===== src/rtl/ctx_stack_pkg.sv =====
package ctx_stack_pkg;

  localparam logic [1:0] TR_IDLE   = 2'b00;
  localparam logic [1:0] TR_NONSEQ = 2'b10;
  localparam logic [1:0] TR_SEQ    = 2'b11;

  localparam logic [2:0] BURST_INCR = 3'b001;
  localparam logic [2:0] SIZE_WORD  = 3'b010;

  localparam int IDX_W        = 5;
  localparam int SEG_W        = 3;
  localparam int BASIC_WORDS  = 8;
  localparam int FP_WORDS     = 26;
  localparam int BASIC_BYTES  = BASIC_WORDS * 4;
  localparam int FP_BYTES     = FP_WORDS * 4;

  typedef struct packed {
    logic [IDX_W-1:0] off;
    logic [IDX_W-1:0] len;
  } seg_t;

  typedef struct packed {
    logic             capture;
    logic             segLoad;
    logic             beatAccept;
    logic             addrActive;
    logic [IDX_W-1:0] segOff;
    logic [IDX_W-1:0] segLen;
  } strobe_t;

  // Burst partition: return address pair, integer set, then FP words
  function automatic seg_t segTable(input logic [SEG_W-1:0] sel, input logic split);
    seg_t s;
    case (sel)
      3'd0:    s = '{off: 5'd6,  len: 5'd2};
      3'd1:    s = '{off: 5'd0,  len: 5'd6};
      3'd2:    s = split ? '{off: 5'd8, len: 5'd8} : '{off: 5'd8, len: 5'd17};
      3'd3:    s = '{off: 5'd16, len: 5'd8};
      default: s = '{off: 5'd24, len: 5'd1};
    endcase
    return s;
  endfunction

endpackage


===== src/rtl/ctx_stack_ctrl.sv =====
module ctx_stack_ctrl
  import ctx_stack_pkg::*;
(
  input  logic    clk,
  input  logic    rstN,
  input  logic    start,
  input  logic    fpSave,
  input  logic    fpPending,
  input  logic    hready,
  input  logic    lastBeat,
  output strobe_t stb,
  output logic    busy,
  output logic    done
);

  typedef enum logic [1:0] {S_IDLE, S_ADDR, S_GAP, S_DRAIN} state_e;

  state_e           state;
  logic [SEG_W-1:0] seg;
  logic [SEG_W-1:0] segNext;
  logic [SEG_W-1:0] segSel;
  logic [SEG_W-1:0] numSegs;
  logic             fpSaveQ;
  logic             splitQ;
  seg_t             segInfo;

  assign segNext = seg + 3'd1;
  assign numSegs = !fpSaveQ ? 3'd2 : (splitQ ? 3'd5 : 3'd3);
  assign segSel  = (state == S_IDLE) ? '0 : segNext;
  assign segInfo = segTable(segSel, splitQ);
  assign busy    = (state != S_IDLE);

  always_comb begin
    stb        = '0;
    stb.segOff = segInfo.off;
    stb.segLen = segInfo.len;
    case (state)
      S_IDLE: begin
        stb.capture = start;
        stb.segLoad = start;
      end
      S_ADDR: begin
        stb.addrActive = 1'b1;
        stb.beatAccept = hready;
      end
      S_GAP:   stb.segLoad = hready;
      default: ;
    endcase
  end

  always_ff @(posedge clk or negedge rstN) begin
    if (!rstN) begin
      state   <= S_IDLE;
      seg     <= '0;
      fpSaveQ <= 1'b0;
      splitQ  <= 1'b0;
      done    <= 1'b0;
    end else begin
      done <= (state == S_DRAIN) && hready;
      case (state)
        S_IDLE: if (start) begin
          fpSaveQ <= fpSave;
          splitQ  <= fpSave & fpPending;
          seg     <= '0;
          state   <= S_ADDR;
        end
        S_ADDR: if (hready && lastBeat)
          state <= (segNext < numSegs) ? S_GAP : S_DRAIN;
        S_GAP: if (hready) begin
          seg   <= segNext;
          state <= S_ADDR;
        end
        default: if (hready) state <= S_IDLE;
      endcase
    end
  end

endmodule


===== src/rtl/ctx_stack_dp.sv =====
module ctx_stack_dp
  import ctx_stack_pkg::*;
#(
  parameter int AW = 32,
  parameter int DW = 32
) (
  input  logic             clk,
  input  logic             rstN,
  input  strobe_t          stb,
  input  logic             unstack,
  input  logic             fpSave,
  input  logic [AW-1:0]    spIn,
  input  logic             hready,
  input  logic [DW-1:0]    hrdata,
  input  logic [DW-1:0]    ctxRdData,
  output logic             lastBeat,
  output logic [AW-1:0]    spOut,
  output logic [AW-1:0]    haddr,
  output logic [1:0]       htrans,
  output logic             hwrite,
  output logic [2:0]       hsize,
  output logic [2:0]       hburst,
  output logic [DW-1:0]    hwdata,
  output logic [IDX_W-1:0] ctxIdx,
  output logic             ctxWrEn,
  output logic [DW-1:0]    ctxWrData
);

  localparam logic [AW-1:0] SMALL_LEN = AW'(BASIC_BYTES);
  localparam logic [AW-1:0] LARGE_LEN = AW'(FP_BYTES);

  logic [AW-1:0]    base;
  logic [AW-1:0]    frameLen;
  logic [IDX_W-1:0] beatIdx;
  logic [IDX_W-1:0] left;
  logic             first;
  logic             modeWr;
  logic             dpValid;
  logic [IDX_W-1:0] dpIdx;

  assign frameLen = fpSave ? LARGE_LEN : SMALL_LEN;

  always_ff @(posedge clk or negedge rstN) begin
    if (!rstN) begin
      base    <= '0;
      spOut   <= '0;
      modeWr  <= 1'b1;
      beatIdx <= '0;
      left    <= '0;
      first   <= 1'b0;
      dpValid <= 1'b0;
      dpIdx   <= '0;
    end else begin
      if (stb.capture) begin
        modeWr <= !unstack;
        base   <= unstack ? spIn : spIn - frameLen;
        spOut  <= unstack ? spIn + frameLen : spIn - frameLen;
      end
      if (stb.segLoad) begin
        beatIdx <= stb.segOff;
        left    <= stb.segLen;
        first   <= 1'b1;
      end else if (stb.beatAccept) begin
        beatIdx <= beatIdx + 5'd1;
        left    <= left - 5'd1;
        first   <= 1'b0;
      end
      if (hready) begin
        dpValid <= stb.beatAccept;
        dpIdx   <= beatIdx;
      end
    end
  end

  assign lastBeat  = (left == 5'd1);
  assign haddr     = base + AW'({beatIdx, 2'b00});
  assign htrans    = !stb.addrActive ? TR_IDLE : (first ? TR_NONSEQ : TR_SEQ);
  assign hwrite    = modeWr;
  assign hsize     = SIZE_WORD;
  assign hburst    = BURST_INCR;
  assign hwdata    = ctxRdData;
  assign ctxIdx    = dpIdx;
  assign ctxWrEn   = dpValid & ~modeWr & hready;
  assign ctxWrData = hrdata;

endmodule


===== src/rtl/ctx_stack_seq.sv =====
module ctx_stack_seq
  import ctx_stack_pkg::*;
#(
  parameter int AW = 32,
  parameter int DW = 32
) (
  input  logic          clk,
  input  logic          rstN,
  input  logic          start,
  input  logic          unstack,
  input  logic          fpSave,
  input  logic          fpPending,
  input  logic [AW-1:0] spIn,
  output logic [AW-1:0] spOut,
  output logic          busy,
  output logic          done,
  output logic [AW-1:0] haddr,
  output logic [1:0]    htrans,
  output logic          hwrite,
  output logic [2:0]    hsize,
  output logic [2:0]    hburst,
  output logic [DW-1:0] hwdata,
  input  logic          hready,
  input  logic [DW-1:0] hrdata,
  output logic [4:0]    ctxIdx,
  input  logic [DW-1:0] ctxRdData,
  output logic          ctxWrEn,
  output logic [DW-1:0] ctxWrData
);

  strobe_t stb;
  logic    lastBeat;

  ctx_stack_ctrl u_ctrl (
    .clk       (clk),
    .rstN      (rstN),
    .start     (start),
    .fpSave    (fpSave),
    .fpPending (fpPending),
    .hready    (hready),
    .lastBeat  (lastBeat),
    .stb       (stb),
    .busy      (busy),
    .done      (done)
  );

  ctx_stack_dp #(.AW(AW), .DW(DW)) u_dp (
    .clk       (clk),
    .rstN      (rstN),
    .stb       (stb),
    .unstack   (unstack),
    .fpSave    (fpSave),
    .spIn      (spIn),
    .hready    (hready),
    .hrdata    (hrdata),
    .ctxRdData (ctxRdData),
    .lastBeat  (lastBeat),
    .spOut     (spOut),
    .haddr     (haddr),
    .htrans    (htrans),
    .hwrite    (hwrite),
    .hsize     (hsize),
    .hburst    (hburst),
    .hwdata    (hwdata),
    .ctxIdx    (ctxIdx),
    .ctxWrEn   (ctxWrEn),
    .ctxWrData (ctxWrData)
  );

endmodule


===== config.mk =====
export PLATFORM = sky130hd
export DESIGN_NAME = ctx_stack_seq
export DESIGN_NICKNAME = d
export VERILOG_FILES = /design/src/rtl/ctx_stack_pkg.sv /design/src/rtl/ctx_stack_ctrl.sv /design/src/rtl/ctx_stack_dp.sv /design/src/rtl/ctx_stack_seq.sv
export SDC_FILE = /design/constraint.sdc
export NUM_CORES = 1
export LEC_CHECK = 0
export BUFFER_PORTS_ARGS = -buffer_cell sky130_fd_sc_hd__buf_2
export CAP_MARGIN = 25
export CORE_ASPECT_RATIO = 0.5
export CORE_MARGIN = 1.5
export CORE_UTILIZATION = 54
export DETAILED_ROUTE_END_ITERATION = 16
export PLACE_DENSITY = 0.87
export SLEW_MARGIN = 20
export SYNTH_ARGS = -nofsm -noshare
export SYNTH_HDL_FRONTEND = slang
export SYNTH_HIERARCHICAL = 1
export SYNTH_SLANG_ARGS = --single-unit

===== constraint.sdc =====
create_clock -name clk -period 5.7 [get_ports clk]
set_clock_uncertainty 0.05 [all_clocks]
set_input_delay 0.57 -clock clk [delete_from_list [all_inputs] [get_ports clk]]
set_output_delay 0.57 -clock clk [all_outputs]
set_load 0.01 [all_outputs]

* After elaboration in Yosys (flattened, before gate mapping)
Index checks and enable logic that the tools add are counted.
Word-level totals: bits in registers 90, bits in latches 0, memory bits (writable) 0, bits in read-only memories 0, input bits 103, output and inout port bits 145, memories kept 0
Operators by class: add/subtract/negate cells 6, multiply operators 0, div/mod/pow operators 0, $lt $le $gt $ge 1, eq/ne operators 10, shift operators 0, multiplexer cells 28, bitwise gates (word level) 4, reduce and logical (&&, ||, !) cells 12
Operators by type and width (number):
- $mux W32 | 2
- $pmux W10 S4 | 1
- $add A32 B32 Y32 | 1
- $add A32 B7 Y32 | 1
- $sub A32 B32 Y32 | 1
- $mux W5 | 5
- $mux W3 | 5
- $mux W2 | 6
- $mux W7 | 1
- $eq A3 B2 Y1 const B | 2
- $pmux W2 S3 | 1
- $pmux W3 S2 | 1
- $reduce_bool A2 Y1 | 3
- $add A5 B1 Y5 const B | 1
- $eq A5 B1 Y1 const B | 1
- $mux W1 | 5
- $sub A5 B1 Y5 const B | 1
- $eq A2 B2 Y1 const B | 2
- $ne A2 B2 Y1 const B | 2
- $reduce_and A4 Y1 | 1
- $add A3 B1 Y3 const B | 1
- $and A1 B1 Y1 | 3
- $eq A3 B1 Y1 const B | 1
- $logic_not A3 Y1 | 1
- 11 further kinds | 12

* Logic depth before layout (Yosys ltp)
Gate-level depths: netlist (run 1).
depth in word-level cells 6, gate-level depth with buffers 9

* Hierarchy
Netlist (run 1), hierarchy kept.
Modules (own cells, without submodules):
- ctx_stack_dp | instances 1, cells an instance 661, area an instance 5773.0 sq um, sequential area each 1978.1 sq um
- ctx_stack_ctrl | instances 1, cells an instance 72, area an instance 595.6 sq um, sequential area each 200.2 sq um

* Least setup slack after synthesis (run 1)
Ideal clock, no wire load.
kind flip-flop to output port, start register u_dp.beatIdx[0], end output port haddr[30], data arrival time 2244 ps, data required time 5080 ps, slack 2836 ps, stages on the path, launching flop included 9, path buffers 0, path through dfrtp_1 > ha_1 > inv_1 > fa_1 > nor2b_1 > o31ai_1 > a211oi_1 > nand4_1 > xnor2_1
Between the ends: longest elaborated chain between the ends 1
RTL lines:
- from (decl) | line ctx_stack_dp.sv:34 | logic [IDX_W-1:0] beatIdx;
- from (signal assigned) | line ctx_stack_dp.sv:60 | beatIdx <= stb.segOff;
- from (signal assigned) | line ctx_stack_dp.sv:64 | beatIdx <= beatIdx + 5'd1;
- $add A32 B7 Y32 | line ctx_stack_dp.sv:76 | assign haddr = base + AW'({beatIdx, 2'b00});
- to (decl) | line ctx_stack_seq.sv:17 | output logic [AW-1:0] haddr,
Every way passes these cells.

* Final worst setup path (run 1)
Same ends and word-level chain as after synthesis.

==> results of run 1 <==
-- power groups by stage --
stage / clock network [W] / logic (W) / registers, W
finish: 0.000625 / 0.00139 / 0.00118
global route: 0.000664 / 0.00155 / 0.00122
CTS: 0.000638 / 0.00139 / 0.00117
detailed placement: 0 / 0.00138 / 0.00118
global placement: 0 / 0.00134 / 0.00116
floorplan: 0 / 0.000949 / 0.00116
-- worst max-delay path, cell delays in order, from the launching register on --
cell and delay, ps:
dfrtp_1 430, ha_1 220, inv_1 60, fa_1 400
nor2b_1 170, o31ai_1 130, a211oi_1 740, nand4_1 230
xnor2_1 170, buf_2 150
-- metrics by stage --
| step | instances | area (µm²) |
|---|---|---|
| after global routing | 909 | 6720 |
| after CTS | 909 | 6720 |
| after global placement | 893 | 6410 |
| after detailed placement | 893 | 6410 |
| final | 909 | 6720 |
| after floorplan | 737 | 6380 |
-- cell type report --
class	instances	area, µm²	area share (%)
Multi-Input combinational cell	509	3360	50.0
Sequential cell	87	2180	32.4
Timing Repair Buffer	115	583	8.67
Clock buffer	10	229	3.41
Tap cell	159	199	2.96
Inverter	23	86.3	1.28
Clock inverter	6	85.1	1.27
-- logic make-up after synthesis --
family                   Yosys count  synth area share, %
other                              3                0.177
AO/OA/AOI/OAI                    125                 12.4
multiplexers                      28                 4.91
AND/OR/NAND/NOR                  257                 21.2
flip-flops                        87                 34.2
XOR/XNOR                          74                 10.2
adder cells (fa/ha/maj)           18                 3.65
buffers and inverters            141                 13.3
-- layer usage --
| metal | vias up | share of wire, % |
|---|---|---|
| met5 | - | 0 |
| met4 | 0 | 2.5 |
| met3 | 66 | 8.0 |
| met2 | 263 | 49 |
| met1 | 2537 | 41 |
| li1 | 2487 | - |
-- flip-flops by register name (all words and copies together), names as in the netlist --
register and count:
u_ctrl/done 1, u_ctrl/fpSaveQ 1, u_ctrl/seg 3, u_ctrl/splitQ 1
u_ctrl/state 2, u_dp/base 29, u_dp/beatIdx 5, u_dp/ctxIdx 5
u_dp/dpValid 1, u_dp/first 1, u_dp/hwrite 1, u_dp/left 5
u_dp/spOut 32
-- cells in the mapped netlist (all sizes together) (5+ instances only) --
cell type,number,share of area (%)
inv,23,1.4
xnor2,50,6.9
nand3,24,1.9
nand4,18,1.8
nor2,59,3.5
xor2,24,3.3
dfrtp,86,34
nand2b,5,0.49
nor4,13,1.8
mux2,23,4.1
ha,17,3.3
clkbuf,28,1.7
o21ai,33,2.6
nor3b,5,0.59
nor3,27,2.2
nand2,66,3.9
and3,6,0.59
o31ai,10,1.2
buf,90,10
o21a,8,0.94
and4,6,0.83
nor2b,6,0.59
a21oi,38,3.0
mux2i,5,0.79
-- worst max-delay path by stage --
stage	end
floorplan	haddr[30]
global placement	haddr[30]
finish	haddr[30]
CTS	haddr[30]
global route	haddr[24]
detailed placement	haddr[30]
==> results.md, run 1 <==
- Status: complete, no violations
- Fin nets: 866
- Worst skew pair latency: 340 ps
- Total Wirelength: 16.0 mm
- Dpl ws: 2440 ps
- Count of state elements after synthesis: 87
- R2R setup slack: about 3300 ps
- Sequential power share: a little under two fifths
- Leading cell types in the layout, fill and taps excluded: buf_2, dfrtp_1, nand2_1, nor2_1, xnor2_1
- Syn avg cell area: 8.69 µm²
- Post-synth EDFFs: 0
- Register area share after synthesis: 34.2%
- Share of layout cells above drive strength 1: 23.1%
- Drt wl/cell: 17.6 µm
- DIE WIDTH: about 160 µm
- Largest net degree at the start of global routing: 85
- Top Ports: 248
- VDD IR max: 186 µV
- Clock slew at reported path FFs: 60 ps
- CTS tree: yes
- Number of global-route vias before repair: 4885
- Async SR Flop Fraction: 100%
- Cell-internal power: 0.00192 W
- Clock Path Buffers: 2
- RSZ-0062 raised after global routing: no
- Total power: 0.00319 W
- Num rows: 27
- Fill count: 939
- Worst EP arrival: 3050 ps
- Met3 Resource Use GR: 4.29%
- Num Clock Sinks: just under 90
- Worst Max-Slew Pin Slew: 989 ps
- # setup viols final: 0
- Worst R2R Start: u_ctrl/state[1]
- Hold_buf cts: 0
- Ys Warns: 6
- PostCTS Resize Cnt: 0
- Gr usage total: 25.6%
- Max Clk Rate: 0.272 GHz
- Routing usage on met2: 42.7%
- H-tree levels: 3
- Final cell utilization of the core: 59.8%
- ANT nets after route: 0
- Area grow syn2layout: 5.56%
- Total CTS buffers: 9
- Final critical-path required period: between 3000 and 4000 ps
- # Post-CTS Setup Buffers: 0
- Synthesized area: between 0.006 and 0.007 mm²
- Startpoint Class: register
- P_leak: 2.90 nW
- Vias post-DR: about 5.4k
- Die area: 0.0125 mm²
- Worst reg2reg path depth: 6
- Fin crit share: 64.4%
- Initial Utilization: between 50% and 60%
- Switching power: 0.00127 W
- First DRT Iteration DRCs: 759
- Cell Pwr Density: roughly 470 mW/mm²
- Final hold vios: 0
- Die Y: between 70 and 80 µm
- First-pass GRT wire length: 25.1 mm
- WS Path Type: register to primary output
- Router iterations before antenna repair: 5
- Reg2reg end: u_dp/spOut[30]
- Clock power share: 19.6%
- Initial antenna violation count: 0
- Main synth FF type: dfrtp_1
- MaxCap Viol Count: 0
- DRC: 0
- Post-synth cell types: 71
- Worst-path fanout max: 6
- Worst setup startpoint: u_dp/beatIdx[0]
- Vias per cell: 5.89
- Global Route met1 Usage: 33.8%
- Port buffer count: roughly 110
- Switching share of power: 39.8%
- Min Hold Slack: 26.4 ps
- Final slew viol count: 0
- Inserted Diodes: 0
- Post-DP HPWL: 11.7 mm
- Post-route setup slack: 2030 ps
- Cell count after synthesis: 733
- Worst hold path class: input pin to asynchronous set/reset pin
- Commonest non-fill, non-tap cell in the layout: buf_2
- Comb power frac: 43.4%
- Clk root buf: clkbuf_16
- Layer with the highest usage: met2
- Total negative slack: 0 ps
- Total global routing overflow: 0
- Critical path capture point type: primary output
- CP required: around 5000 ps
- Core Box Area: approximately 0.011 mm²
- Placer Congestion: ~0.94
- Rel. slew slack: 34.0%
Note: power is estimated with default switching activity, not from simulation.
==> run 2: changes to the inputs <==
- ABC_AREA: default -> 1
- CORE_UTILIZATION: 54 -> 47
- PLACE_DENSITY: 0.87 -> 0.78
- clock period: 5.7 -> 3.01 ns (I/O delays scaled with it)
==> results.md, run 2 <==
- VDD IR max: 322 µV
- Clock slew at reported path FFs: ~70 ps
- Worst hold path class: input pin to register
- Share of layout cells above drive strength 1: 17.0%
- Area contributors post-synth: dfrtp_1, nand2_1, buf_4
- Leading cell types in the layout, fill and taps excluded: nand2_1, nor2_1, buf_2, inv_1, dfrtp_1
- Die area: 0.0168 mm²
- Commonest non-fill, non-tap cell in the layout: nand2_1
- Status: complete, no violations
- Met3 Resource Use GR: 6.08%
- Final slew viol count: 0
- Count of state elements after synthesis: 87
- # Post-CTS Setup Buffers: 0
- Top Ports: 248
- Critical path capture point type: primary output
- Core Box Area: 0.0155 mm²
- Num Clock Sinks: 87
- Routing usage on met2: 45.3%
- Cell count after synthesis: 1146
- Worst skew pair latency: 350 ps
- Max reg flops: 32
- Layer with the highest usage: met2
- Total global routing overflow: 0
- Final hold vios: 0
- Initial Utilization: 48.4%
- Vias post-DR: 7356
- RSZ-0062 raised after global routing: no
- Commonest cells post-synth: nand2_1, nor2_1, inv_1
- Final critical-path required period: between 2000 and 3000 ps
- Clock Path Buffers: 2
- Initial antenna violation count: 0
- Reg with most FFs: u_dp/spOut
- MaxCap Viol Count: 0
- Total CTS buffers: 9
- Drt wl/cell: 16.6 µm
- Area leader, netlist: dfrtp_1
- Die Y: roughly 90 µm
- Post-synth cell types: 47
- Rel. slew slack: 49.6%
- Clk root buf: clkbuf_16
- Number of global-route vias before repair: 6795
- Worst Max-Slew Pin Slew: 756 ps
- Inserted Diodes: 0
- Post-synth EDFFs: 0
- Register area share after synthesis: 29.1%
- Fin nets: 1288
- Worst-path fanout max: 6
- Cell Pwr Density: 841 mW/mm²
- Global Route met1 Usage: between 30 and 40%
- Main synth FF type: dfrtp_1
- ANT nets after route: 0
- Count leader, synth: nand2_1
- Vias per cell: 5.35
- Total power: 0.00667 W
- Worst EP arrival: 2480 ps
- CTS tree: yes
- Total Wirelength: 22.9 mm
- Area grow syn2layout: 5.84%
- Async SR Flop Fraction: 100%
- Port buffer count: 113
- First-pass GRT wire length: 36.0 mm
- Largest net degree at the start of global routing: 60
- Num rows: 32
- Max Clk Rate: 0.353 GHz
- DIE WIDTH: roughly 180 µm
- Startpoint Class: register
- Fin crit share: between 90% and 100%
- P_leak: 4.08 nW
- Router iterations before antenna repair: 6
- Syn avg cell area: 6.54 µm²
- H-tree levels: 3
- Share of the synthesized area in the top cell type: 28.7%
- Largest registers: u_dp/spOut: 32 flops, u_dp/base: 29 flops
- Gr usage total: 27.5%
- WS Path Type: register to primary output
- Synthesized area: roughly 0.0075 mm²
- Placer Congestion: 0.964
- Ys Warns: 6
- Post-DP HPWL: 18.1 mm
- Total negative slack: 0 ps
- First DRT Iteration DRCs: between 600 and 700
- CP required: 2660 ps
- DRC: 0
- # setup viols final: 0
run 2: cell types whose count changed after synthesis, sizes merged, moves of 13 or more:
cell / previous run / this run
nor2: 59 / 157
nand2: 66 / 381
a31oi: 2 / 19
xor2: 24 / 39
inv: 23 / 111
xnor2: 50 / 10
buf: 90 / 103
nor3: 27 / 12
mux2: 23 / 3
nand3: 24 / 65
clkbuf: 28 / 15
run 2: cells by family (layout without fill, tap and decap cells):
group / Yosys count / in the layout / share of synthesized area [%]
other: 3 / 7 / 0.150
adder cells (fa/ha/maj): 18 / 18 / 3.11
XOR/XNOR: 49 / 49 / 5.83
AND/OR/NAND/NOR: 643 / 643 / 36.3
AO/OA/AOI/OAI: 114 / 114 / 8.92
buffers and inverters: 229 / 251 / 16.2
multiplexers: 3 / 3 / 0.451
flip-flops: 87 / 87 / 29.1
run 2: worst max-delay path, stage by stage, from the launching register on:
cell	delay, ps
dfrtp_1	430
ha_1	200
inv_1	50
fa_1	410
o21ai_1	290
nand2_1	80
a21oi_1	250
nand3_1	130
xnor2_1	140
buf_2	140
run 2: worst paths after layout:
kind | startpoint | endpoint | slack, ps | depth (start not counted)
setup / recovery | u_dp/beatIdx[0] | haddr[10] | 180 | 9
hold / removal | spIn[0] | u_dp/spOut[0] | 100 | 3
setup reg to reg | u_ctrl/state[0] | u_dp/base[7] | 960 | 7
hold reg to reg | u_dp/spOut[3] | u_dp/spOut[3] | 430 | 1
max in group asynchronous | rstN | u_dp/hwrite | 1690 | 3
min in group asynchronous | rstN | u_dp/spOut[17] | 450 | 2
run 2: timing repair:
item                                   CTS  global route
endpoints found under the hold margin   43             0
gates resized for setup                  0             0
hold buffers                             1             0
run 2: metrics by stage:
step                      hold slack, ps  setup WS, ps  cells  utilization (%)  instance area (µm²)
final                                100           176   1376             51.2                 7930
after global routing                 103          6.64   1376             51.2                 7930
after CTS                           97.8           197   1376             51.2                 7930
after detailed placement             295           587   1359             49.2                 7620
after global placement               290           599   1359             49.2                 7620
after floorplan                    -44.6           825   1150                -                 7510
run 2: routing by layer:
layer / routed length, µm / up-vias
li1: - / 3577
met1: 10000 / 3391
met2: 10300 / 351
met3: 2190 / 37
met4: 313 / 0
met5: 0 / -
run 2: layout make-up:
type	count	area (µm²)
repair buffers	124	666
well taps	204	255
flip-flops and latches	87	2180
inverters	111	417
clock buffers	9	225
clock inverters	7	75.1
fillers	1521	7560
multi-input cells	834	4120
run 2: power by group:
group | switching, W | internal, W | leakage (nW)
sequential | 0.000528 | 0.00170 | 1.04
combinational | 0.00206 | 0.00124 | 2.89
clock | 0.000550 | 0.000588 | 0.144
total | 0.00314 | 0.00353 | 4.08
